==> config.mk <==
export PLATFORM = sky130hd
export DESIGN_NAME = bus_parity_unit
export DESIGN_NICKNAME = d
export VERILOG_FILES = /design/src/rtl/bus_parity_unit.sv
export SDC_FILE = /design/constraint.sdc
export NUM_CORES = 1
export LEC_CHECK = 0
export ABC_AREA = 1
export ABC_CLOCK_PERIOD_IN_PS = 900
export BUFFER_PORTS_ARGS = -buffer_cell sky130_fd_sc_hd__buf_2
export CORE_ASPECT_RATIO = 0.7
export CORE_MARGIN = 2
export CORE_UTILIZATION = 38
export DETAILED_ROUTE_END_ITERATION = 16
export PLACE_DENSITY = 0.7
export SYNTH_ARGS = -nofsm -noshare
export SYNTH_HDL_FRONTEND = slang
export SYNTH_SLANG_ARGS = --single-unit
==> constraint.sdc <==
create_clock -name clk -period 0.9 [get_ports clk]
set_input_delay 0 -clock clk [delete_from_list [all_inputs] [get_ports clk]]
set_output_delay 0 -clock clk [all_outputs]
set_load 0.03 [all_outputs]
==> src/rtl/bus_parity_unit.sv <==
module bus_parity_unit #(
  parameter int AD_W  = 32,
  parameter int CBE_W = 4
) (
  input  logic             clk,
  input  logic             rst_n,
  input  logic [AD_W-1:0]  ad_in,
  input  logic [CBE_W-1:0] cbe_in,
  input  logic             par_in,
  input  logic             addr_phase,
  input  logic             data_cyc,
  input  logic             data_xfer,
  input  logic             devsel,
  input  logic             is_master,
  input  logic             is_write,
  input  logic             clr_dpe,
  input  logic             clr_ape,
  output logic             par_out,
  output logic             par_oe,
  output logic             perr_n,
  output logic             serr_n,
  output logic             dpe_flag,
  output logic             ape_flag
);

  logic par_q, oe_q, chk_d_q, chk_a_q, perr_q, serr_q, dpe_q, ape_q;

  wire par_now  = ^{ad_in, cbe_in};
  wire sourcing = (is_master == is_write);
  wire mismatch = (par_in != par_q);
  wire d_err    = chk_d_q && mismatch;
  wire a_err    = chk_a_q && mismatch;

  always_ff @(posedge clk) begin
    if (!rst_n) begin
      par_q   <= 1'b0;
      oe_q    <= 1'b0;
      chk_d_q <= 1'b0;
      chk_a_q <= 1'b0;
      perr_q  <= 1'b0;
      serr_q  <= 1'b0;
      dpe_q   <= 1'b0;
      ape_q   <= 1'b0;
    end else begin
      par_q   <= par_now;
      oe_q    <= (addr_phase && is_master) || (data_cyc && !addr_phase && sourcing);
      chk_d_q <= data_xfer && devsel && !addr_phase && !sourcing;
      chk_a_q <= addr_phase;
      perr_q  <= d_err;
      serr_q  <= a_err;
      dpe_q   <= d_err || (dpe_q && !clr_dpe);
      ape_q   <= a_err || (ape_q && !clr_ape);
    end
  end

  assign par_out  = par_q;
  assign par_oe   = oe_q;
  assign perr_n   = !perr_q;
  assign serr_n   = !serr_q;
  assign dpe_flag = dpe_q;
  assign ape_flag = ape_q;

  // driven parity makes the previous cycle's 37 bits even
  a_r1_even_parity: assert property (@(posedge clk) disable iff (!rst_n)
    $past(rst_n) |-> (^{$past(ad_in), $past(cbe_in), par_out}) == 1'b0);

  // master address phase is followed by a driven parity bit
  a_r2_master_addr_drive: assert property (@(posedge clk) disable iff (!rst_n)
    addr_phase && is_master |=> par_oe);

  // a data error pulse needs a claimed, completed, received phase
  a_r4_perr_gated: assert property (@(posedge clk) disable iff (!rst_n)
    !perr_n |-> $past(devsel, 2) && $past(data_xfer, 2) &&
                ($past(is_master, 2) != $past(is_write, 2)));

  // a system error pulse follows an address phase
  a_r7_serr_from_addr: assert property (@(posedge clk) disable iff (!rst_n)
    !serr_n |-> $past(addr_phase, 2));

  // sticky flags accompany the pulses and hold without a clear
  a_r8_dpe_sticky: assert property (@(posedge clk) disable iff (!rst_n)
    !perr_n |-> dpe_flag);
  a_r8_ape_hold: assert property (@(posedge clk) disable iff (!rst_n)
    ape_flag && !clr_ape |=> ape_flag);

endmodule

==> flow_summary.yaml <==
run_status:
  outcome: "finished clean"
routing:
  routed_wl_mm: 2.537
  drtAntennaViolNets: 0
  drt_pass1_iterations: 4
  drc: 0
  wl_per_cell_um: 7.332
  dr.first_iter.drc_count: 58
  routed-via-count: 1480
  via_per_inst: 4.277
die:
  ios: 53
  die_area_mm2: 0.003489
  coreArea_mm2: 0.002843
  initial_core_util_pct: 40.45
  num_rows: 16
  fp.dieW_um: 69.75
  die_h_um: 50.03
timing:
  worstMarginPinSlew_ns: 0.2791
  relSlewSlack_pct: 81.26
  hold_viol_final: 0
  setup_violations: 0
  timing.final.crit_period_ns: 0.8517
  final.period_utilization_pct: 94.63
  fmaxAchievable_ghz: 1.174
  rsz0062_at_grt: "yes"
  fin_worst_skew_ns: 0.001494
  finalMaxSlewViolations: 0
synth:
  ys_seq_area_share_pct: 13.93
  syn_avg_cell_area_um2: 4.545
  yosysWarnings: 0
  synth_nets: 300
  synthTopCellsByArea: "nand2_1 (56%), dfxtp_1 (14%), inv_1 (12%), xnor2_1 (4.6%), nor2_1 (2.6%)"
  synth_top_area_share_pct: 56.15
  netlist_area_mm2: 0.001150
  ys_ff_latch: 8
  yosys.area.top_type: "nand2_1"
  synth_cells: 253
  synth.distinct_cells: 13
worst_hold_path:
  hold_depth: 3
  hold_class: "in2reg"
  whs_endpoint: "par_out"
  min_from: "rst_n"
global_routing:
  grt_pass1_vias: 1144
  grt_start_max_net_pins: 6
  grt_first_pass_wirelength_mm: 4.215
  overflow: 0
  antenna_found_initial: 0
  grt.total_usage_pct: 14.13
cts:
  clock_sink_count: 8
  clk_pin_slew_ns: 0.04
  ctsHtreeMaxLevel: 1
  postCtsSetupBuffers: 0
  clockBufferDepth: 2
  clock_latency_ns: 0.23
  clock-root-buffer: "clkbuf_8"
  cts_buffers: 3
  cts_tree: "built"
cells_and_area:
  n_antenna_cell: 0
  drive_above_1_share_pct: 43.55
  area_delta_synth_final_pct: 48.53
  instances_no_fill: 346
  nets: 358
setup_path:
  r2r_slack_ns: 0.07
  rr_endpoint: "dpe_flag"
  worstSetupPathType: "in2reg"
  critPathRequiredTime_ns: 1.02
  cp-end-kind: "flip-flop"
  cp_max_fo: 2
  r2r_cells: 3
  r2r-start: "par_out"
  startpoint_type: "input port"
  crit_arrival_ns: 0.97
pwr:
  peakVddDrop_v: 0.0004770
  cellPowerDensity_mw_per_mm2: 979.5
  power_w: 0.001673
  leakagePower_nw: 1.080
run:
  maxCapViolations: 0
place:
  place.gp.congestion: 0.7841
  dp_hpwl_mm: 2.014
  place.port_buffers: 52
  dp.cells: 341
==> metrics by stage <==
step	hold slack [ns]	setup slack, ns	util, %	setup TNS [ns]	cell area, µm²
floorplan	0.1109	0.01168	-	0	1174
global placement	0.2223	-0.2091	52.02	-0.2091	1479
detailed placement	0.2256	-0.2171	52.02	-0.2171	1479
CTS	0.009392	0.02143	53.96	0	1534
global route	0.02549	-0.07841	60.08	-0.07841	1708
finish	0.01148	0.04829	60.08	0	1708
==> flip-flops by register name, summed over array words and instances (netlist names) <==
| signal | cells |
|---|---|
| ape_flag | 1 |
| chk_a_q | 1 |
| chk_d_q | 1 |
| dpe_flag | 1 |
| par_oe | 1 |
| par_out | 1 |
| perr_q | 1 |
| serr_q | 1 |
==> kinds of logic (layout without fill, tap and decap cells) <==
| logic type | count (synthesis) | in the layout | synth area share [%] |
|---|---|---|---|
| DFF | 8 | 8 | 13.93 |
| AOI/OAI and AO/OA | 4 | 4 | 2.176 |
| and+or+nand+nor | 193 | 193 | 65.62 |
| buffers and inverters | 42 | 99 | 13.71 |
| xor gates and xnor gates | 6 | 6 | 4.570 |
==> worst max-delay path, stage by stage <==
cell	delay (ns)
dlygate4sd3_1	0.54
buf_2	0.13
nand2_1	0.05
inv_1	0.04
a32o_1	0.21
==> layer usage <==
metal | routed length [µm] | global-route usage (%) | vias to the layer above
met1 | 1225 | 19.66 | 600
met3 | 117 | 2.658 | 0
met5 | 0 | 0 | -
li1 | - | - | 851
met2 | 1193 | 22.92 | 29
met4 | 0 | 2.885 | 0
==> report_power, final <==
group | internal [W] | switching [W]
sequential | 0.000380 | 0.0000108
combinational | 0.000346 | 0.000486
clock | 0.000307 | 0.000143
==> cells in the final DEF (no fill, tap or decap) <==
cell type and instances:
dlygate4sd3_1 1, nand2_1 134, xnor2_4 1, xnor2_1 4, inv_1 16, nand2_2 40, dfxtp_1 7, nand2_4 1
clkbuf_1 1, a21oi_1 2, inv_2 26, buf_4 1, a32o_1 1, or2_4 1, clkbuf_8 3, nor2_1 7
nand3_1 2, a21oi_2 1, nor2_4 2, xnor2_2 1, dfxtp_4 1, nand3_2 4, buf_2 46, nor2_2 2
buf_6 5
==> synthesized netlist by cell type <==
cell / n
a21oi_1: 3
a32o_1: 1
dfxtp_1: 8
inv_1: 36
inv_2: 6
nand2_1: 172
nand2_2: 3
nand3_1: 5
nand3_2: 1
nor2_1: 8
nor2_2: 3
or2_2: 1
xnor2_1: 6
==> worst max path at each step <==
stage,end,start,cells after the start
after detailed placement,par_out,ad_in[2],13
after CTS,par_out,ad_in[2],13
after global routing,par_out,ad_in[23],14
final,par_oe,addr_phase,5
after floorplan,par_out,ad_in[20],13
after global placement,par_out,cbe_in[2],13
==> what timing repair did <==
item | CTS | global route
hold endpoints to repair | 1 | 0
hold buffers | 1 | 0
gates resized for setup | 0 | 78
setup endpoints to repair | 0 | 1
==> cell type report <==
type / count / area, µm²
tap: 36 / 45.04
clock buffer: 4 / 45.04
fill: 299 / 1135
inverter: 42 / 157.7
multi-input combinational: 203 / 992.2
timing repair buffer: 53 / 304.0
sequential: 8 / 163.9
Power figures use the tool's default switching activity.
